**src/rtl/irq_msi_pkg.sv**
```systemverilog
// Package: shared constants and types for the interrupt dispatcher.
// Holds the bit positions inside a 64-bit redirection entry, the scan
// states and the captured message fields handed to the formatter.
package irq_msi_pkg;

    localparam int RTE_W     = 64;
    localparam int B_VEC_LO  = 0;
    localparam int B_DLV_LO  = 8;
    localparam int B_DMODE   = 11;
    localparam int B_RIRR    = 14;
    localparam int B_TRIG    = 15;
    localparam int B_MASK    = 16;
    localparam int B_DEST_LO = 48;

    localparam logic [2:0] DLV_LEGACY = 3'b111;
    localparam int         REMAP_SRC  = 0;
    localparam int         REMAP_DST  = 2;

    typedef enum logic [1:0] {
        ST_IDLE  = 2'd0,
        ST_SCAN  = 2'd1,
        ST_FETCH = 2'd2,
        ST_SEND  = 2'd3
    } scan_st_e;

    typedef struct packed {
        logic [15:0] dest;
        logic        dst_mode;
        logic [2:0]  dlv;
        logic        trig;
        logic [7:0]  vec;
    } msg_fields_t;

endpackage

```
**src/rtl/irq_pin_capture.sv**
```systemverilog
// Module: per-pin pending register and pass trigger.
// Remaps the incoming pin number, drops out-of-range events, and applies
// the rules for level and edge pins to the pending bits. It raises a
// one-cycle kick when a service pass should run.
// Assumes at most one event per cycle. A set from an event wins over a
// clear from the scanner on the same pin in the same cycle.
module irq_pin_capture
    import irq_msi_pkg::*;
#(
    parameter int NUM_PINS = 24,
    parameter int PIN_W    = 8,
    localparam int IDX_W   = $clog2(NUM_PINS)
)(
    input  logic                      clk,
    input  logic                      rst_n,
    input  logic                      evt_valid,
    input  logic [PIN_W-1:0]          evt_pin,
    input  logic                      evt_level,
    input  logic [NUM_PINS*RTE_W-1:0] rte_tbl,
    input  logic                      clr_valid,
    input  logic [IDX_W-1:0]          clr_idx,
    output logic [NUM_PINS-1:0]       pending,
    output logic                      pass_kick
);

    logic [RTE_W-1:0] ent_arr [NUM_PINS];
    logic [PIN_W-1:0] map_pin;
    logic             in_range;
    logic [IDX_W-1:0] sel_idx;
    logic             ent_trig;
    logic             ent_mask;
    logic             ent_rirr;
    logic             set_hit;
    logic             drop_hit;

    for (genvar g = 0; g < NUM_PINS; g++) begin : g_ent
        assign ent_arr[g] = rte_tbl[g*RTE_W +: RTE_W];
    end

    // Remap the pin number, pick its entry and classify the event.
    always_comb begin
        map_pin   = (evt_pin == PIN_W'(REMAP_SRC)) ? PIN_W'(REMAP_DST) : evt_pin;
        in_range  = int'(map_pin) < NUM_PINS;
        sel_idx   = in_range ? map_pin[IDX_W-1:0] : '0;
        ent_trig  = ent_arr[sel_idx][B_TRIG];
        ent_mask  = ent_arr[sel_idx][B_MASK];
        ent_rirr  = ent_arr[sel_idx][B_RIRR];
        set_hit   = evt_valid && in_range && evt_level && (ent_trig || !ent_mask);
        drop_hit  = evt_valid && in_range && !evt_level && ent_trig;
        pass_kick = evt_valid && in_range && evt_level &&
                    (ent_trig ? !ent_rirr : !ent_mask);
    end

    for (genvar p = 0; p < NUM_PINS; p++) begin : g_pend
        logic hit_here;
        assign hit_here = (sel_idx == IDX_W'(p));

        // Pending bit of one pin: an event set wins over any clear.
        always_ff @(posedge clk) begin
            if (!rst_n) begin
                pending[p] <= 1'b0;
            end else if (set_hit && hit_here) begin
                pending[p] <= 1'b1;
            end else if ((drop_hit && hit_here) ||
                         (clr_valid && clr_idx == IDX_W'(p))) begin
                pending[p] <= 1'b0;
            end
        end
    end

    // An out-of-range pin number leaves every pending bit alone.
    p_oob_ignored_r1: assert property (@(posedge clk) disable iff (!rst_n)
        (evt_valid && !in_range && !clr_valid) |=> $stable(pending));

    // Deasserting a level pin leaves it not pending.
    p_level_drop_r4: assert property (@(posedge clk) disable iff (!rst_n)
        (drop_hit) |=> !pending[$past(sel_idx)]);

    // A masked edge event on a pin that is not pending leaves it not pending.
    p_masked_edge_r5: assert property (@(posedge clk) disable iff (!rst_n)
        (evt_valid && in_range && evt_level && !ent_trig && ent_mask &&
         !pending[sel_idx]) |=> !pending[$past(sel_idx)]);

    // An edge delivery clears pending unless a new event lands on it.
    p_edge_clear_r6: assert property (@(posedge clk) disable iff (!rst_n)
        (clr_valid && !(set_hit && sel_idx == clr_idx)) |=> !pending[$past(clr_idx)]);

endmodule

```
**src/rtl/irq_scan_fsm.sv**
```systemverilog
// Module: service-pass sequencer.
// Walks the pins in ascending order, one pin per cycle, and decides
// whether each pin is delivered. It requests pending-clear or remote-IRR
// set, fetches a legacy vector when needed, and holds the captured
// message until it is accepted.
// Assumes the register block applies a remote-IRR set by the next edge.
// A kick that arrives during a pass schedules one more pass.
module irq_scan_fsm
    import irq_msi_pkg::*;
#(
    parameter int NUM_PINS = 24,
    localparam int IDX_W   = $clog2(NUM_PINS)
)(
    input  logic                      clk,
    input  logic                      rst_n,
    input  logic                      pass_kick,
    input  logic [NUM_PINS-1:0]       pending,
    input  logic [NUM_PINS*RTE_W-1:0] rte_tbl,
    input  logic                      msg_ready,
    input  logic                      ext_vec_ack,
    input  logic [7:0]                ext_vec_data,
    output logic                      clr_valid,
    output logic [IDX_W-1:0]          clr_idx,
    output logic                      rirr_set_valid,
    output logic [IDX_W-1:0]          rirr_set_idx,
    output logic                      ext_vec_req,
    output logic                      msg_valid,
    output msg_fields_t               held
);

    logic [RTE_W-1:0] ent_arr [NUM_PINS];
    scan_st_e         state;
    logic [IDX_W-1:0] idx;
    logic             pass_req;
    logic             cur_trig;
    logic             cur_mask;
    logic             cur_rirr;
    logic             deliver;
    logic             last;
    msg_fields_t      cand;

    for (genvar g = 0; g < NUM_PINS; g++) begin : g_ent
        assign ent_arr[g] = rte_tbl[g*RTE_W +: RTE_W];
    end

    // Decode the entry under the scan pointer and judge deliverability.
    always_comb begin
        cur_trig      = ent_arr[idx][B_TRIG];
        cur_mask      = ent_arr[idx][B_MASK];
        cur_rirr      = ent_arr[idx][B_RIRR];
        cand.dest     = ent_arr[idx][B_DEST_LO +: 16];
        cand.dst_mode = ent_arr[idx][B_DMODE];
        cand.dlv      = ent_arr[idx][B_DLV_LO +: 3];
        cand.trig     = cur_trig;
        cand.vec      = ent_arr[idx][B_VEC_LO +: 8];
        deliver       = pending[idx] && !cur_mask && !(cur_trig && cur_rirr);
        last          = (idx == IDX_W'(NUM_PINS - 1));
    end

    // Side requests issued in the cycle a pin is chosen.
    always_comb begin
        clr_valid      = (state == ST_SCAN) && deliver && !cur_trig;
        clr_idx        = idx;
        rirr_set_valid = (state == ST_SCAN) && deliver && cur_trig;
        rirr_set_idx   = idx;
        ext_vec_req    = (state == ST_FETCH);
        msg_valid      = (state == ST_SEND);
    end

    // Sequencer: idle, step through pins, fetch a vector, offer a message.
    always_ff @(posedge clk) begin
        if (!rst_n) begin
            state    <= ST_IDLE;
            idx      <= '0;
            pass_req <= 1'b0;
            held     <= '0;
        end else begin
            if (pass_kick) begin
                pass_req <= 1'b1;
            end
            unique case (state)
                ST_IDLE: begin
                    if (pass_req || pass_kick) begin
                        state    <= ST_SCAN;
                        idx      <= '0;
                        pass_req <= 1'b0;
                    end
                end
                ST_SCAN: begin
                    if (deliver) begin
                        held  <= cand;
                        state <= (cand.dlv == DLV_LEGACY) ? ST_FETCH : ST_SEND;
                    end else if (last) begin
                        state <= ST_IDLE;
                    end else begin
                        idx <= idx + IDX_W'(1);
                    end
                end
                ST_FETCH: begin
                    if (ext_vec_ack) begin
                        held.vec <= ext_vec_data;
                        state    <= ST_SEND;
                    end
                end
                ST_SEND: begin
                    if (msg_ready) begin
                        if (last) begin
                            state <= ST_IDLE;
                        end else begin
                            idx   <= idx + IDX_W'(1);
                            state <= ST_SCAN;
                        end
                    end
                end
                default: state <= ST_IDLE;
            endcase
        end
    end

    // A remote-IRR set is only requested for a pin whose flag is clear.
    p_coalesce_r3: assert property (@(posedge clk) disable iff (!rst_n)
        rirr_set_valid |-> !ent_arr[rirr_set_idx][B_RIRR]);

    // A pin that is not delivered moves the pointer up by one.
    p_scan_step_r7: assert property (@(posedge clk) disable iff (!rst_n)
        (state == ST_SCAN && !deliver && !last) |=> (idx == $past(idx) + IDX_W'(1)));

    // The legacy request stays up until it is acknowledged.
    p_req_hold_r11: assert property (@(posedge clk) disable iff (!rst_n)
        (ext_vec_req && !ext_vec_ack) |=> ext_vec_req);

    // A stalled message keeps its content.
    p_hold_r12: assert property (@(posedge clk) disable iff (!rst_n)
        (msg_valid && !msg_ready) |=> (msg_valid && $stable(held)));

endmodule

```
**src/rtl/irq_msg_format.sv**
```systemverilog
// Module: builds the message address and data words from captured fields.
// Purely combinational. It assumes its inputs are held steady by the
// sequencer for as long as the message is offered.
module irq_msg_format
    import irq_msi_pkg::*;
#(
    parameter logic [31:0] MSI_BASE  = 32'hFEE0_0000,
    parameter int          DEST_LSB  = 12,
    parameter int          DMODE_BIT = 2
)(
    input  msg_fields_t f,
    output logic [31:0] addr,
    output logic [31:0] data
);

    // Pack destination into the address, and vector, mode and trigger into the data.
    always_comb begin
        addr = MSI_BASE | (32'(f.dest) << DEST_LSB) | (32'(f.dst_mode) << DMODE_BIT);
        data = {16'h0000, f.trig, 4'b0000, f.dlv, f.vec};
    end

endmodule

```
**src/rtl/irq_msi_dispatch.sv**
```systemverilog
// Module: top of the interrupt pin capture and message dispatcher.
// Wires the pending register, the pass sequencer and the message
// formatter together. It assumes the redirection entries are owned and
// updated outside this block, including remote-IRR set requests.
module irq_msi_dispatch
    import irq_msi_pkg::*;
#(
    parameter int NUM_PINS = 24,
    parameter int PIN_W    = 8,
    localparam int IDX_W   = $clog2(NUM_PINS)
)(
    input  logic                      clk,
    input  logic                      rst_n,
    input  logic                      irq_evt_valid,
    input  logic [PIN_W-1:0]          irq_evt_pin,
    input  logic                      irq_evt_level,
    input  logic [NUM_PINS*64-1:0]    rte_tbl,
    output logic                      rirr_set_valid,
    output logic [IDX_W-1:0]          rirr_set_idx,
    output logic                      ext_vec_req,
    input  logic                      ext_vec_ack,
    input  logic [7:0]                ext_vec_data,
    output logic                      msg_valid,
    input  logic                      msg_ready,
    output logic [31:0]               msg_addr,
    output logic [31:0]               msg_data
);

    logic [NUM_PINS-1:0] pending;
    logic                pass_kick;
    logic                clr_valid;
    logic [IDX_W-1:0]    clr_idx;
    msg_fields_t         held;

    irq_pin_capture #(
        .NUM_PINS (NUM_PINS),
        .PIN_W    (PIN_W)
    ) u_capture (
        .clk       (clk),
        .rst_n     (rst_n),
        .evt_valid (irq_evt_valid),
        .evt_pin   (irq_evt_pin),
        .evt_level (irq_evt_level),
        .rte_tbl   (rte_tbl),
        .clr_valid (clr_valid),
        .clr_idx   (clr_idx),
        .pending   (pending),
        .pass_kick (pass_kick)
    );

    irq_scan_fsm #(
        .NUM_PINS (NUM_PINS)
    ) u_scan (
        .clk            (clk),
        .rst_n          (rst_n),
        .pass_kick      (pass_kick),
        .pending        (pending),
        .rte_tbl        (rte_tbl),
        .msg_ready      (msg_ready),
        .ext_vec_ack    (ext_vec_ack),
        .ext_vec_data   (ext_vec_data),
        .clr_valid      (clr_valid),
        .clr_idx        (clr_idx),
        .rirr_set_valid (rirr_set_valid),
        .rirr_set_idx   (rirr_set_idx),
        .ext_vec_req    (ext_vec_req),
        .msg_valid      (msg_valid),
        .held           (held)
    );

    irq_msg_format u_format (
        .f    (held),
        .addr (msg_addr),
        .data (msg_data)
    );

endmodule

```
**config.mk**
```make
export PLATFORM = sky130hd
export DESIGN_NAME = irq_msi_dispatch
export DESIGN_NICKNAME = d
export VERILOG_FILES = /design/src/rtl/irq_msi_pkg.sv /design/src/rtl/irq_pin_capture.sv /design/src/rtl/irq_scan_fsm.sv /design/src/rtl/irq_msg_format.sv /design/src/rtl/irq_msi_dispatch.sv
export SDC_FILE = /design/constraint.sdc
export NUM_CORES = 1
export LEC_CHECK = 0
export CORE_AREA = 2 2 643 645
export DETAILED_ROUTE_END_ITERATION = 10
export DIE_AREA = 0 0 645 647
export HOLD_SLACK_MARGIN = 0.08
export PLACE_DENSITY = 0.3
export SETUP_SLACK_MARGIN = 0.02
export SLEW_MARGIN = 40
export SYNTH_ARGS = -nofsm -noshare
export SYNTH_HDL_FRONTEND = slang
export SYNTH_SLANG_ARGS = --single-unit
```
**constraint.sdc**
```tcl
create_clock -name clk -period 2.6 [get_ports clk]
set_input_delay 0.39 -clock clk [delete_from_list [all_inputs] [get_ports clk]]
set_output_delay 0.39 -clock clk [all_outputs]
set_load 0.01 [all_outputs]
```
==> results of run 1 <==
[power by group through the flow]
stage,registers (mW),logic [mW],clock network [mW]
global placement,0.859,2.09,0
floorplan,0.862,0.483,0
detailed placement,0.859,2.09,0
finish,0.839,2.11,0.866
global route,0.840,2.23,0.925
CTS,0.839,2.14,0.935
[through the flow]
step | cells | hold WS, ps
6_report | 7245 | 466.7
5_1_grt | 7236 | 487.0
4_1_cts | 7204 | 473.8
3_5_place_dp | 7151 | 461.5
3_3_place_gp | 7151 | 460.9
2_1_floorplan | 891 | 407.5
[worst max path at each step]
stage | to | depth (start not counted) | start
floorplan | rirr_set_valid | 8 | u_scan.clr_idx[0]$_SDFFE_PN0P_
global placement | rirr_set_valid | 10 | rte_tbl[590]
detailed placement | u_scan.clr_idx[4]$_SDFFE_PN0P_ | 12 | irq_evt_pin[3]
CTS | rirr_set_valid | 9 | u_scan.clr_idx[0]$_SDFFE_PN0P_
global route | rirr_set_valid | 9 | u_scan.clr_idx[0]$_SDFFE_PN0P_
finish | rirr_set_valid | 9 | rte_tbl[206]
[synthesized netlist by cell type (13+ instances only)]
| cell type | n | area share (%) |
|---|---|---|
| nand2_1 | 96 | 4.1 |
| mux4_2 | 165 | 43 |
| nor2b_1 | 18 | 1.3 |
| buf_4 | 51 | 4.4 |
| a211oi_1 | 13 | 1.1 |
| inv_1 | 15 | 0.65 |
| buf_2 | 27 | 1.6 |
| dfxtp_1 | 55 | 13 |
| a21oi_1 | 82 | 4.7 |
| clkbuf_1 | 27 | 1.2 |
| o221ai_1 | 29 | 2.9 |
| mux2i_1 | 15 | 1.7 |
| nor2_1 | 43 | 1.9 |
| nand3_1 | 50 | 2.9 |
[layer usage]
metal | vias up | share of wire, %
met2 | 690 | 58
met4 | 26 | 2.0
met3 | 230 | 5.1
met5 | - | 0.14
li1 | 5220 | -
met1 | 6127 | 35
[flip-flops by register name, summed over array words and instances (netlist names), named ones only]
name / flops
u_scan.clr_idx: 5
u_scan.pass_req: 1
u_scan.state: 1
u_scan.held: 23
u_capture.pending: 24
[tightest hold or removal path, cell delays in order, from the launching register on]
cell and delay (ps):
dfxtp_1 330, nand3_2 50, a21oi_1 50
[layout make-up]
type	count	area [µm²]	share of cell area, %
inverter	16	60.06	0.2334
sequential	55	1116	4.337
tap	5474	6849	26.61
multi-input combinational	698	7647	29.71
timing repair buffer	981	9878	38.38
antenna	13	32.53	0.1264
clock inverter	3	27.53	0.1070
clock buffer	5	125.1	0.4862
[repair_timing]
item,CTS,global route
pin swaps,55,41
buffers inserted,44,26
gates resized for setup,193,70
setup endpoints to repair,56,56
gates cloned,3,6
[logic make-up after synthesis]
group	Yosys count	synth area share (%)
flops	55	12.65
compound gates	203	16.09
simple gates	256	14.10
fa+ha+maj	5	0.7185
buf+inv	139	9.542
other cells	2	0.08625
mux	192	46.82
==> key figures, run 1 <==
Pwr
  • Switch Pwr: 1.298 mW
  • Flop pwr share: 22.0%
  • Total power: 3.816 mW
  • Combinational Power Share: 55.3%
  • P per Cell Area: 148.3 nW/µm²
  • Clk network pwr share: 22.7%
  • Switch share: 34.02%
  • P_leak: 7.075 nW
  • Internal power: 2.518 mW
  • Max VDD drop: 0.2716 mV

Clock tree
  • CTS H-Tree Depth: 2
  • Reg clk slew, reported paths: 90 ps
  • Clk_lat worst skew: 370 ps
  • Root Driver: clkbuf_16
  • Clock sinks: 55
  • CTS tree: done
  • Cts bufs inserted: 5
  • Hold-fix buffer count after cts: 0
  • CTS max path bufs: 2

Timing
  • Final Worst Setup Slack: -660.3 ps
  • Max_slew headroom: 51.60%
  • Tightest Pin Transition: 718.4 ps
  • Setup tns final: -23,600 ps
  • Final min period: 3260 ps
  • Final slew viol count: 0
  • Hold Vio Cnt, Final: 0
  • Fmax: 306.7 MHz
  • # setup viols final: 55
  • Setup Skew: 25.96 ps
  • Final period util: 125.4%
  • RSZ-0062 raised after global routing: yes

Synthesis
  • Post-synth top flop: dfxtp_1
  • Mapped cell area: 8707 µm²
  • Post-synthesis area per instance: 10.22 µm²
  • Post-synth EDFFs: 0
  • FF+latch count, synth: 55
  • Synth Warn #: 0
  • Mapped Cells: 852
  • Post-synth ARST share: 0%
  • Register area share after synthesis: 12.65%
  • Library cells used by synthesis: 75

Cells and area
  • Layout cells sized above 1: 36.01%
  • Final Util: 6.261%
  • NumNets Final: 3,320
  • P&R area growth vs syn: 195.6%
  • Post-route cell area: 25,740 µm²
  • Most frequent cells in the layout: clkdlybuf4s50_1, buf_4, mux4_2, nand2_1, a21oi_1
  • Fill count: 48.32k
  • Commonest non-fill, non-tap cell in the layout: clkdlybuf4s50_1

Routing
  • Via density: 1.697
  • Drt first pass iters: 7
  • Final ANT Viol Nets: 0
  • DR DRC count: 0
  • Initial DRC Count: 845
  • Total wire length: 127.9 mm
  • Routed WL per cell: 17.65 µm
  • DR vias: 12.29k

Critical path
  • Critical Path Max Stage Delay: 590 ps
  • Worst Path Buf+Inv: 3
  • CP Cell Sequence: clkdlybuf4s50_1 > mux4_2 > mux4_2 > nand2_4 > and3_4 > o21ai_4 > buf_12 > nor2_4 > buf_6
  • WP data required: 2210 ps
  • Worst r2r src: u_scan.clr_idx[0]$_SDFFE_PN0P_
  • Worst-path fanout max: 2
  • Crit. End Element: output pin
  • Most common cell on crit path: mux4_2
  • Critical path class: in -> out
  • R2R Path End: u_capture.pending[1]$_SDFFE_PN0P_
  • Crit path DAT: 2870 ps
  • Number of cells on the worst reg-to-reg path: 12
  • Slowest CP cell: mux4_2
  • R2R setup slack: -450 ps
  • Worst Setup Start Kind: primary input
  • CP top delay family: multiplexers

Placement
  • Dpl hpwl: 116.1 mm
  • Post-place setup slack: -985.5 ps
  • Count of input and output buffers: 652
  • Post-placement cell area: 23,950 µm²
  • RD Place Congestion: 0.8167

Floorplanning
  • Starting density of the core: 2.118%
  • Die Ht: 647 µm
  • DIE AREA: 417,300 µm²
  • Row count: 236
  • Core box area: 411,000 µm²
  • # IOs: 1,630
  • Die width: 645 µm

Hold path
  • Hold_sp: u_scan.held[7]$_SDFFE_PN0P_
  • Worst Hold Depth: 2
  • Hold Crit Class: reg -> reg
  • Hold Path End: u_scan.held[7]$_SDFFE_PN0P_

Global route
  • GR peak layer: met2
  • First-pass GRT wire length: 152.9 mm
  • GR Util met2: 11.98%
  • Global Route Usage Sum: 5.827%
  • M1 GR Usage: 6.133%
  • Vias in the first global route: 12.70k
  • Largest net degree at the start of global routing: 39
  • Initial antenna violation count: 125
  • Met3 usage: 0.9820%
  • Total gr overflow: 0

Job
  • Max-cap violations: 0

Status
  • Failing checks: negative setup slack
  • Status: finished, violations left
(Power assumes the default switching activity.)
==> run 2, diff against run 1 <==
Settings changed: CORE_AREA 2 2 643 645 to 2 2 637 639, DIE_AREA 0 0 645 647 to 0 0 639 641, SYNTH_HIERARCHICAL from default to 1.
==> run 2 against run 1 <==
Compared with the run above:
- the run still ends with negative setup slack left
- worst setup slack better by 27 ps
- clock skew grew 50 ps
- utilization up 0.16 points
- largest power group unchanged
==> key figures, run 2 <==
Job
  • Max-cap violations: 0 (unchanged)

Timing
  • RSZ-0062 raised after global routing: yes
  • Setup Skew: 76.04 ps (+50.09 ps)
  • Fmax: 309.3 MHz (+0.83%)
  • Max_slew headroom: 61.64% (+10 points)
  • Final Worst Setup Slack: -633.5 ps (+26.83 ps)
  • Final period util: 124.4% (-1.0 points)
  • Final min period: 3234 ps (-26.83 ps)
  • Worst hold margin: 463.1 ps (-3.531 ps)
  • Hold Vio Cnt, Final: 0 (unchanged)
  • # setup viols final: 47 (-15%)
  • Setup tns final: -14,010 ps (+9588 ps)
  • Final slew viol count: 0 (unchanged)
  • Tightest Pin Transition: 574.2 ps (-144.2 ps)

Cells and area
  • Commonest non-fill, non-tap cell in the layout: clkdlybuf4s50_1
  • NumNets Final: 3,291 (-0.87%)
  • Post-route cell area: 25,810 µm² (+0.29%)
  • Most frequent cells in the layout: clkdlybuf4s50_1, buf_4, mux4_2, nand2_1, dfxtp_1
  • P&R area growth vs syn: 175.4%
  • Final Instance Count excl. Fillers: 7,050 (-2.7%)
  • Layout cells sized above 1: 36.96% (+0.95 points)
  • Max reg flops: 24 (unchanged)
  • Fill count: 47.02k (-2.7%)
  • Final Util: 6.420% (+0.16 points)
  • Biggest register: u_capture/pending

Clock tree
  • Cts bufs inserted: 5 (unchanged)
  • Reg clk slew, reported paths: 120 ps (+30 ps)
  • Clock sinks: 55 (unchanged)
  • Clk_lat worst skew: 480 ps (+110 ps)
  • CTS tree: done
  • CTS max path bufs: 2 (unchanged)
  • Hold-fix buffer count after cts: 0 (unchanged)
  • Root Driver: clkbuf_16
  • CTS H-Tree Depth: 2 (unchanged)

Critical path
  • Critical path class: in -> reg
  • WP data required: 2930 ps (+720 ps)
  • Worst Setup Start Kind: primary input
  • Crit. End Element: flip-flop
  • Crit path DAT: 3560 ps (+690 ps)
  • Worst-path fanout max: 7 (+5)

Global route
  • M1 GR Usage: 8.239% (+2.1 points)
  • Global Route Usage Sum: 7.008% (+1.2 points)
  • Largest net degree at the start of global routing: 38 (-2.6%)
  • GR peak layer: met2
  • Total gr overflow: 0 (unchanged)
  • First-pass GRT wire length: 174.7 mm (+14%)
  • Initial antenna violation count: 180 (+44%)
  • GR Util met2: 10.83% (-1.2 points)
  • Met3 usage: 4.497% (+3.5 points)
  • Vias in the first global route: 12.38k (-2.5%)

Placement
  • RD Place Congestion: 0.7893 (-3.4%)
  • Count of input and output buffers: 652 (unchanged)
  • Placed cell count: 6,937 (-3.0%)
  • Dpl hpwl: 135.0 mm (+16%)
  • Post-placement cell area: 23,790 µm² (-0.66%)
  • Post-place setup slack: -1615 ps (-629.8 ps)

Routing
  • Total wire length: 151.9 mm (+19%)
  • Via density: 1.777 (+4.7%)
  • Initial DRC Count: 672 (-20%)
  • Routed WL per cell: 21.55 µm (+22%)
  • Drt first pass iters: 5 (-2)
  • Final ANT Viol Nets: 0 (unchanged)
  • DR DRC count: 0 (unchanged)
  • DR vias: 12.53k (+1.9%)

Floorplanning
  • Die Ht: 641 µm (-0.93%)
  • # IOs: 1,630 (unchanged)
  • Row count: 233 (-1.3%)
  • Starting density of the core: 2.331% (+0.21 points)
  • DIE AREA: 409,600 µm² (-1.8%)
  • Core box area: 402,000 µm² (-2.2%)
  • Die width: 639 µm (-0.93%)

Hold path
  • Hold Crit Class: reg -> reg

Pwr
  • Total power: 5.555 mW (+46%)
  • P_leak: 7.163 nW (+1.3%)
  • P per Cell Area: 215.2 nW/µm² (+45%)
  • Max VDD drop: 0.3210 mV (+18%)

Status
  • Status: finished, violations left
  • Failing checks: negative setup slack

Synthesis
  • Mapped cell area: 9373 µm² (+7.6%)
  • Mapped Cells: 916 (+7.5%)
  • Post-synthesis area per instance: 10.23 µm² (+0.12%)
  • Synth Warn #: 6 (+6)
## run 2: timing repair
| action | CTS | global route |
|---|---|---|
| buffers inserted | 34 | 38 |
| endpoints found under the hold margin | 0 | 0 |
| gates cloned | 7 | 4 |
| gates resized for setup | 146 | 120 |
| pin swaps | 44 | 33 |
| endpoints found under the setup margin | 56 | 55 |
## run 2: per-layer routing
layer / wire, µm / part of all wire [%]
met1: 61210 / 40
met5: 596 / 0.39
met2: 65930 / 43
met3: 21080 / 14
met4: 3078 / 2.0
## run 2: critical path, stage by stage
cell and delay (ps):
buf_8 100, a2111oi_4 460, buf_6 210, o21ai_4 110
buf_4 150, a22oi_1 120, o21ai_0 100, a211oi_1 270
a211oi_1 130, nor3b_2 200, buf_4 180, nor2_4 40
a22o_1 190, or3_4 420, a21oi_2 110, and4_1 200
xnor2_1 120, nor2_1 50
## run 2: final timing paths
path	depth (start not counted)	from	slack [ps]	endpoint
worst max-delay path	18	irq_evt_pin[4]	-630	u_scan/clr_idx[4]$_SDFFE_PN0P_
worst min-delay path	2	u_capture/pending[0]$_SDFFE_PN0P_	460	u_capture/pending[0]$_SDFFE_PN0P_
worst max register to register	15	u_scan/clr_idx[1]$_SDFFE_PN0P_	-420	u_capture/pending[11]$_SDFFE_PN0P_
worst min register to register	2	u_capture/pending[0]$_SDFFE_PN0P_	460	u_capture/pending[0]$_SDFFE_PN0P_
## run 2: where the power goes
group	internal [mW]	switching (mW)	leakage [nW]
sequential	0.859	0.0156	0.447
clock	0.380	0.741	0.0774
combinational	1.99	1.57	6.64
## run 2: layout make-up
class                           count  area (µm²)  share of cell area (%)
Sequential cell                    55        1116                   4.324
Multi-Input combinational cell    702        8152                   31.58
Clock inverter                      3       33.78                  0.1309
Antenna cell                       34       85.08                  0.3296
Tap cell                         5287        6615                   25.63
Clock buffer                        5       125.1                  0.4848
Inverter                           25       93.84                  0.3636
Timing Repair Buffer              939        9590                   37.16
